[config.mk]
export PLATFORM = sky130hd
export DESIGN_NAME = obx_xlate
export DESIGN_NICKNAME = d
export VERILOG_FILES = /design/src/rtl/obx_pkg.sv /design/src/rtl/obx_win_regs.sv /design/src/rtl/obx_win_match.sv /design/src/rtl/obx_win_pick.sv /design/src/rtl/obx_xlate_add.sv /design/src/rtl/obx_xlate.sv
export SDC_FILE = /design/constraint.sdc
export NUM_CORES = 1
export LEC_CHECK = 0
export BUFFER_PORTS_ARGS = -buffer_cell sky130_fd_sc_hd__buf_2
export CAP_MARGIN = 20
export CORE_MARGIN = 2
export CORE_UTILIZATION = 60
export CTS_CLUSTER_DIAMETER = 150
export DETAILED_ROUTE_END_ITERATION = 16
export HOLD_SLACK_MARGIN = 0.05
export PLACE_DENSITY_LB_ADDON = 0.15
export SLEW_MARGIN = 20
export SYNTH_ARGS = -nofsm -noshare
export SYNTH_HDL_FRONTEND = slang
export SYNTH_SLANG_ARGS = --single-unit
[constraint.sdc]
create_clock -name clk -period 14.4 [get_ports clk]
set_input_delay 2.16 -clock clk [delete_from_list [all_inputs] [get_ports clk]]
set_output_delay 2.16 -clock clk [all_outputs]
set_load 0.02 [all_outputs]
[src/rtl/obx_pkg.sv]
package obx_pkg;
   localparam int REG_W = 32;
   localparam int WIN_STRIDE_SH = 4;
   localparam logic [1:0] W_LBASE = 2'd0;
   localparam logic [1:0] W_PLO   = 2'd1;
   localparam logic [1:0] W_PHI   = 2'd2;
   localparam logic [1:0] W_MASK  = 2'd3;
   localparam int FLAG_EN   = 0;
   localparam int FLAG_PREF = 1;

   typedef struct packed {
      logic [REG_W-1:0] lbase;
      logic [REG_W-1:0] plo;
      logic [REG_W-1:0] phi;
      logic [REG_W-1:0] mattr;
   } win_cfg_t;
endpackage

[src/rtl/obx_win_regs.sv]
module obx_win_regs
   import obx_pkg::*;
#(
   parameter int NUM_WIN = 3,
   parameter int AW      = 6
) (
   input  logic             clk,
   input  logic             rst_n,
   input  logic             we,
   input  logic [AW-1:0]    addr,
   input  logic [REG_W-1:0] wdata,
   output logic [REG_W-1:0] rdata,
   output win_cfg_t         cfg [NUM_WIN]
);
   localparam int IW = AW - WIN_STRIDE_SH;

   logic [IW-1:0] sel_win;
   logic [1:0]    sel_word;
   logic [1:0]    unused_byte;

   assign sel_win     = addr[AW-1:WIN_STRIDE_SH];
   assign sel_word    = addr[3:2];
   assign unused_byte = addr[1:0];

   generate
      for (genvar g = 0; g < NUM_WIN; g++) begin : g_win
         logic [REG_W-1:0] lb_q, lo_q, hi_q, ma_q;
         logic             hit_w;

         assign hit_w = we && (sel_win == IW'(g));

         always_ff @(posedge clk or negedge rst_n) begin
            if (!rst_n) begin
               lb_q <= '0;
               lo_q <= '0;
               hi_q <= '0;
               ma_q <= '0;
            end else if (hit_w) begin
               case (sel_word)
                  W_LBASE: lb_q <= wdata;
                  W_PLO:   lo_q <= wdata;
                  W_PHI:   hi_q <= wdata;
                  default: ma_q <= wdata;
               endcase
            end
         end

         assign cfg[g] = {lb_q, lo_q, hi_q, ma_q};
      end
   endgenerate

   always_comb begin
      rdata = '0;
      for (int i = 0; i < NUM_WIN; i++) begin
         if (sel_win == IW'(i)) begin
            case (sel_word)
               W_LBASE: rdata = cfg[i].lbase;
               W_PLO:   rdata = cfg[i].plo;
               W_PHI:   rdata = cfg[i].phi;
               default: rdata = cfg[i].mattr;
            endcase
         end
      end
   end
endmodule

[src/rtl/obx_win_match.sv]
module obx_win_match
   import obx_pkg::*;
#(
   parameter int PAGE_SHIFT = 12
) (
   input  logic [REG_W-1:0] lbase,
   input  logic [REG_W-1:0] mattr,
   input  logic [REG_W-1:0] laddr,
   output logic             hit
);
   localparam logic [REG_W-1:0] PAGE_KEEP = {REG_W{1'b1}} << PAGE_SHIFT;

   logic [REG_W-1:0] cmp_mask;
   logic             unused_low;

   assign cmp_mask   = mattr & PAGE_KEEP;
   assign hit        = mattr[FLAG_EN] && ((laddr & cmp_mask) == (lbase & cmp_mask));
   assign unused_low = ^{mattr[PAGE_SHIFT-1:1], lbase[PAGE_SHIFT-1:0], laddr[PAGE_SHIFT-1:0]};
endmodule

[src/rtl/obx_win_pick.sv]
module obx_win_pick #(
   parameter int NUM_WIN = 3,
   parameter int IW      = 2
) (
   input  logic [NUM_WIN-1:0] hits,
   output logic               any,
   output logic [IW-1:0]      idx
);
   assign any = |hits;

   always_comb begin
      idx = '0;
      for (int i = NUM_WIN - 1; i >= 0; i--) begin
         if (hits[i]) idx = IW'(i);
      end
   end
endmodule

[src/rtl/obx_xlate_add.sv]
module obx_xlate_add
   import obx_pkg::*;
#(
   parameter int PA_W = 64
) (
   input  logic [REG_W-1:0] laddr,
   input  logic [REG_W-1:0] lbase,
   input  logic [REG_W-1:0] plo,
   input  logic [REG_W-1:0] phi,
   output logic [PA_W-1:0]  pci
);
   logic [REG_W-1:0] offs;

   assign offs = laddr - lbase;
   assign pci  = {phi, plo} + {{(PA_W-REG_W){1'b0}}, offs};
endmodule

[src/rtl/obx_xlate.sv]
module obx_xlate
   import obx_pkg::*;
#(
   parameter int NUM_WIN    = 3,
   parameter int LA_W       = 32,
   parameter int PA_W       = 64,
   parameter int PAGE_SHIFT = 12,
   parameter bit SHARED_ADD = 1'b1,
   localparam int IW = (NUM_WIN > 1) ? $clog2(NUM_WIN) : 1,
   localparam int AW = IW + WIN_STRIDE_SH
) (
   input  logic             clk,
   input  logic             rst_n,
   input  logic             cfg_we,
   input  logic [AW-1:0]    cfg_addr,
   input  logic [REG_W-1:0] cfg_wdata,
   output logic [REG_W-1:0] cfg_rdata,
   input  logic             req_valid,
   input  logic [LA_W-1:0]  req_addr,
   output logic             out_hit,
   output logic             out_err,
   output logic [IW-1:0]    out_win,
   output logic             out_pref,
   output logic [PA_W-1:0]  out_pci_addr
);
   generate
      if (NUM_WIN < 1 || NUM_WIN > 16) begin : g_bad_num
         $error("obx_xlate: NUM_WIN must lie in 1..16");
      end
      if (LA_W != REG_W) begin : g_bad_la
         $error("obx_xlate: LA_W must equal the register width");
      end
      if (PA_W != 2 * REG_W) begin : g_bad_pa
         $error("obx_xlate: PA_W must be twice the register width");
      end
      if (PAGE_SHIFT < 3 || PAGE_SHIFT > 31) begin : g_bad_page
         $error("obx_xlate: PAGE_SHIFT must lie in 3..31");
      end
   endgenerate

   win_cfg_t         cfg [NUM_WIN];
   logic [NUM_WIN-1:0] hits;
   logic             any_hit;
   logic [IW-1:0]    win_idx;
   win_cfg_t         sel_cfg;
   logic [PA_W-1:0]  sel_pci;
   logic             unused_attr;

   obx_win_regs #(
      .NUM_WIN (NUM_WIN),
      .AW      (AW)
   ) u_regs (
      .clk   (clk),
      .rst_n (rst_n),
      .we    (cfg_we),
      .addr  (cfg_addr),
      .wdata (cfg_wdata),
      .rdata (cfg_rdata),
      .cfg   (cfg)
   );

   generate
      for (genvar g = 0; g < NUM_WIN; g++) begin : g_match
         obx_win_match #(
            .PAGE_SHIFT (PAGE_SHIFT)
         ) u_match (
            .lbase (cfg[g].lbase),
            .mattr (cfg[g].mattr),
            .laddr (req_addr),
            .hit   (hits[g])
         );
      end
   endgenerate

   obx_win_pick #(
      .NUM_WIN (NUM_WIN),
      .IW      (IW)
   ) u_pick (
      .hits (hits),
      .any  (any_hit),
      .idx  (win_idx)
   );

   always_comb begin
      sel_cfg = '0;
      for (int i = 0; i < NUM_WIN; i++) begin
         if (win_idx == IW'(i)) sel_cfg = cfg[i];
      end
   end

   assign unused_attr = ^{sel_cfg.mattr[REG_W-1:2], sel_cfg.mattr[FLAG_EN]};

   generate
      if (SHARED_ADD) begin : g_shared
         obx_xlate_add #(
            .PA_W (PA_W)
         ) u_add (
            .laddr (req_addr),
            .lbase (sel_cfg.lbase),
            .plo   (sel_cfg.plo),
            .phi   (sel_cfg.phi),
            .pci   (sel_pci)
         );
      end else begin : g_per_win
         logic [PA_W-1:0] win_pci [NUM_WIN];
         for (genvar g = 0; g < NUM_WIN; g++) begin : g_add
            obx_xlate_add #(
               .PA_W (PA_W)
            ) u_add (
               .laddr (req_addr),
               .lbase (cfg[g].lbase),
               .plo   (cfg[g].plo),
               .phi   (cfg[g].phi),
               .pci   (win_pci[g])
            );
         end
         always_comb begin
            sel_pci = '0;
            for (int i = 0; i < NUM_WIN; i++) begin
               if (win_idx == IW'(i)) sel_pci = win_pci[i];
            end
         end
      end
   endgenerate

   assign out_hit      = req_valid && any_hit;
   assign out_err      = req_valid && !any_hit;
   assign out_win      = out_hit ? win_idx : '0;
   assign out_pref     = out_hit && sel_cfg.mattr[FLAG_PREF];
   assign out_pci_addr = out_hit ? sel_pci : '0;
endmodule

**Word level (Yosys, flattened, before mapping)**

Cells that the tools add are included.

- Add/subtract/negate cells: 2
- Reduce and logical (&&, ||, !) cells: 27
- Equality and inequality tests: 9
- Mux-type cells: 14
- Bitwise gates (word level): 7

Operators with widths:

| operator | number |
|---|---|
| 128-bit two-way mux | 3 |
| 32-bit one-hot mux with 3 select lines | 3 |
| 32-bit AND | 6 |
| 32-bit == test | 3 |
| 32-bit two-way mux | 3 |
| 64-bit by 32-bit adder with 64-bit output | 1 |
| 64-bit two-way mux | 1 |
| 32-bit subtractor | 1 |
| 2-bit AND reduction | 12 |
| 1-bit logical AND | 9 |
| 2-bit two-way mux | 4 |
| 2-bit by 1-bit == test with 1-bit output, second input constant | 3 |
| 2-bit == test, second input constant | 3 |
| 2-bit logical NOT | 3 |
| 3-bit OR reduction | 2 |
| 1-bit logical NOT | 1 |
| 1-bit NOT | 1 |

- Register bits: 384
- Word-level logic and storage cells: 71
- Output and inout bits: 101
- Bits of input ports: 74

**Logic depth before layout (Yosys ltp)**

- Depth in word-level cells: 13
- Depth in mapped cells: 39

**Hierarchy**

From an unflattened synthesis, not the netlist that was laid out.

- Cells, all modules: 2229
- Area, all modules: 25024.0 um^2

By module, submodules not included:

| module | area an instance (um^2) | cells an instance | times used |
|---|---|---|---|
| obx_win_regs | 17299.1 | 1085 | 1 |
| obx_xlate_add | 4320.4 | 628 | 1 |
| obx_xlate | 2543.7 | 408 | 1 |
| obx_win_match | 280.3 | 35 | 3 |
| obx_win_pick | 20.0 | 3 | 1 |

**Least setup slack after synthesis**

OpenSTA, ideal clock, no wires.

- Path type: input port to output port
- From: in req_addr[20]
- To: out out_pci_addr[63]
- Path slack: 2.209 ns
- Stages: 36
- Arrival: 10.031 ns
- Buffers on the path: 6
- Cell sequence: xor2_1 a22oi_1 nand4_1 or3_4 buf_2 nor2b_1 clkbuf_1 clkbuf_1 buf_1 mux2i_1 a21oi_1 ha_1 fa_1 nor2b_1 o21ai_0 a21boi_0 o31ai_1 a21oi_1 a31oi_1 o21ai_0 a31o_2 a21oi_1 xnor2_1 ha_1 clkbuf_1 nand2_1 o21ai_0 o21bai_1 o21ai_0 o21ai_0 a2111oi_0 nand3b_1 or4_1 buf_2 or3_1 a21oi_1

- Cells in the longest elaborated chain, start to end: 13
- Elaborated cells on any way between the ends: 23
- Classes of those cells: add/sub (2); eq/ne (5); mux (7); bitwise (3); reduce/logical (6)

RTL lines:

| what | line | text |
|---|---|---|
| start, declared | obx_xlate.sv:19 | `input logic [LA_W-1:0] req_addr,` |
| 32-bit AND | obx_win_match.sv:17 | `assign hit = mattr[FLAG_EN] && ((laddr & cmp_mask) == (lbase & cmp_mask));` |
| 32-bit == test | obx_win_match.sv:17 |  |
| 1-bit logical AND | obx_win_match.sv:17 |  |
| 2-bit two-way mux (3 in series) | obx_win_pick.sv:14 | `if (hits[i]) idx = IW'(i);` |
| 2-bit logical NOT | obx_xlate.sv:87 | `if (win_idx == IW'(i)) sel_cfg = cfg[i];` |
| 128-bit two-way mux (3 in series) | obx_xlate.sv:87 |  |
| 32-bit subtractor | obx_xlate_add.sv:14 | `assign offs = laddr - lbase;` |
| 64-bit by 32-bit adder with 64-bit output | obx_xlate_add.sv:15 | `assign pci = {phi, plo} + {{(PA_W-REG_W){1'b0}}, offs};` |
| 64-bit two-way mux (*) | obx_xlate.sv:130 | `assign out_pci_addr = out_hit ? sel_pci : '0;` |
| end, declared | obx_xlate.sv:24 | `output logic [PA_W-1:0] out_pci_addr` |

Mark *: on every way between the ends. The rest lies on a longest branch, timed or not.

**Final worst setup path**

- From: in req_addr[12]
- To: out out_pci_addr[53]

Same word-level chain as after synthesis.

==> impl_metrics.yaml <==
clock_network:
  number_of_gates_resized_after_cts: 0
  clock_sink_count: 384
  cts_tree: "done"
  ctsHtreeMaxLevel: 2
  cts_inserted_buffers: 40
  post-cts-setup-buffer-count: 0
  clk_pin_slew_ns: 0.06
  post_cts_hold_buffer_count: 0
  cts-root-to-sink-buffers: 3
  worst_skew_pair.late_latency_ns: 0.55
  clockRootBuffer: "clkbuf_16"
place:
  dp_hpwl_um: 56400
  numPlacedInstances: 2858
  placed_area_mm2: 0.0257
  port_buffers: 172
  dpl_worst_slack_ns: 1.22
  routabilityCongestion: 0.960
critical_path:
  timing.critical_path.slowest_cell_delay_ns: 0.48
  critPathKind: "input pin to output pin"
  crit_path_most_repeated_cell: "buf_4"
  startpoint_type: "input pin"
  worstPathMaxFanout: 8
  critPathArrivalTime_ns: 11.29
  critical_path_required_time_ns: 12.24
  timing.critical_path.slowest_stage_cell: "or3_4"
  end_kind: "output pin"
die:
  placementRows: 73
  initial_core_util: 0.610
  floorplan.die_area_mm2: 0.0421
  fp.dieW_um: 205
  num_io_pins: 175
  die_h_um: 205
  design.core.area_mm2: 0.0398
layout:
  area.growth.synth_to_final_pct: 11.2
  final_cell_count_no_fill: 2933
  fin_area_mm2: 0.0270
  final_stage_net_count: 2515
  drive_above_1_share: 0.315
status:
  run_status: "finished, final reports clean"
logic_synthesis:
  post_synth_main_area_contributors: "dfrtp_1, mux2_2, mux4_2"
  cell_taking_the_most_area_after_synthesis: "dfrtp_1"
  syn_nets: 2417
  post-synth-top-count-cell: "dfrtp_1"
  post_synth_num_cell_types: 63
  synth_largest_type_area_fraction: 0.395
  ys_dominant_reg_cell: "dfrtp_1"
  seq_area_frac_synth: 0.395
  synth.cells.most_frequent: "dfrtp_1, mux2_2, nor2_1"
  ys_async_sr_fraction: 1.00
  syn_avg_cell_area_um2: 10.7
  synth.ff_latch_count: 384
  ys_warn_count: 0
  syn_area_mm2: 0.0243
  synth_edf_count: 0
  cells_after_synthesis: 2278
run:
  maxCapViolations: 0
timing:
  timing.final.setup_violations: 0
  fin_crit_ns: 13.45
  post-route-worst-setup-slack_ns: 0.951
  timing.max_slew.rel_slack: 0.230
  actual_transition_at_the_worst_max_transition_pin_ns: 1.15
  timing.final.hold_violations: 0
  fmaxAchievable_ghz: 0.0744
  worst_clock_skew_ns: 0
  setup_tns_ns: 0
  maxSlewViolCount: 0
  final_min_period_over_clock_period: 0.934
  rsz0062_at_grt: "false"
route:
  drt.antenna.violating_nets: 0
  drt_iter0_markers: 2145
  route.detailed.vias_per_inst: 6.86
  route.detailed.drc: 0
  wirelength_um: 83700
  wire_per_inst_um: 28.5
  dr.pass1.iters: 7
  vias: 20117
global_route:
  gr-usage-all-layers: 0.398
  first_global_vias: 19922
  grt_antenna_before_repair: 4
  grt_first_pass_wirelength_um: 123000
  grt_max_degree: 122
  globalRouteOverflowTotal: 0
pwr:
  pwr_density_cell_mw_per_mm2: 172
  leakagePower_nw: 11.9
  worst_ir_drop_vdd_v: 0.0000981
worst_hold_path:
  timing.hold.worst.class: "register to register"
-- sequential cells by signal, indices dropped and copies added (netlist names) --
| name | flops |
|---|---|
| u_regs.g_win.lb_q | 96 |
| u_regs.g_win.ma_q | 96 |
| u_regs.g_win.lo_q | 96 |
| u_regs.g_win.hi_q | 96 |
-- through the flow --
step	util	hold WS [ns]	power, mW
after floorplan	-	0.471	2.91
after global placement	0.646	0.480	3.48
after detailed placement	0.646	0.485	3.55
after CTS	0.678	0.499	4.59
after global routing	0.679	0.509	4.86
final	0.679	0.502	4.64
-- area by class of cell --
cell class                      instances  area, um^2
Clock inverter                          9        66.3
Timing Repair Buffer                  229        1330
Sequential cell                       384        9610
Clock buffer                           63        1230
Multi-Input combinational cell       1688       14000
Tap cell                              525         657
Antenna cell                            2        5.00
Inverter                               33         124
Fill cell                            3134       12800
-- placed cells by master (no fill, tap or decap), drive strengths merged, types with 41 or more instances in the layout --
cell	netlist	final
xnor2	41	41
dfrtp	384	384
ha	63	63
buf	36	229
mux4	66	66
xor2	96	96
mux2	374	374
nand2	128	128
o21ai	143	143
a21oi	106	106
clkbuf	137	63
nor2	165	165
mux2i	109	109
-- kinds of logic after synthesis --
group,share of synthesized area
AOI/OAI and AO/OA,0.122
xor gates and xnor gates,0.0494
adders and majority gates,0.0341
buffers and inverters,0.0322
DFF,0.395
muxes,0.279
and+or+nand+nor,0.0880
-- final timing paths --
check | slack [ns] | startpoint | endpoint | depth (start not counted)
worst max-delay path | 0.95 | req_addr[12] | out_pci_addr[53] | 38
worst min-delay path | 0.50 | u_regs.g_win[0].ma_q[5]$_DFFE_PN0P_ | u_regs.g_win[0].ma_q[5]$_DFFE_PN0P_ | 1
worst max register to register | 13.52 | u_regs.g_win[1].ma_q[31]$_DFFE_PN0P_ | u_regs.g_win[1].ma_q[31]$_DFFE_PN0P_ | 1
worst min register to register | 0.50 | u_regs.g_win[0].ma_q[5]$_DFFE_PN0P_ | u_regs.g_win[0].ma_q[5]$_DFFE_PN0P_ | 1
max in group asynchronous | 10.54 | rst_n | u_regs.g_win[2].lb_q[29]$_DFFE_PN0P_ | 3
min in group asynchronous | 1.58 | rst_n | u_regs.g_win[0].lo_q[28]$_DFFE_PN0P_ | 1
-- worst max-delay path, delay by kind of cell --
kind | cells | cell delay [ns]
AND/OR/NAND/NOR | 7 | 1.61
XOR/XNOR | 3 | 0.68
buffers and inverters | 8 | 1.43
multiplexers | 1 | 0.14
AO/OA/AOI/OAI | 16 | 4.31
adder cells (fa/ha/maj) | 3 | 0.90
-- per-layer routing --
layer	share of wire	vias to the layer above	global-route usage	wire length [um]
li1	-	8601	-	-
met1	0.38	10050	0.524	31900
met3	0.12	257	0.118	10000
met2	0.45	1205	0.604	37400
met5	0.00036	-	0	30
met4	0.053	4	0.196	4410
-- power by group --
part	total [mW]	internal [mW]	switching, mW
logic	2.04	0.877	1.16
clock network	1.04	0.589	0.449
registers	1.57	1.33	0.238
total	4.64	2.80	1.85
Power figures use the tool's default switching activity.
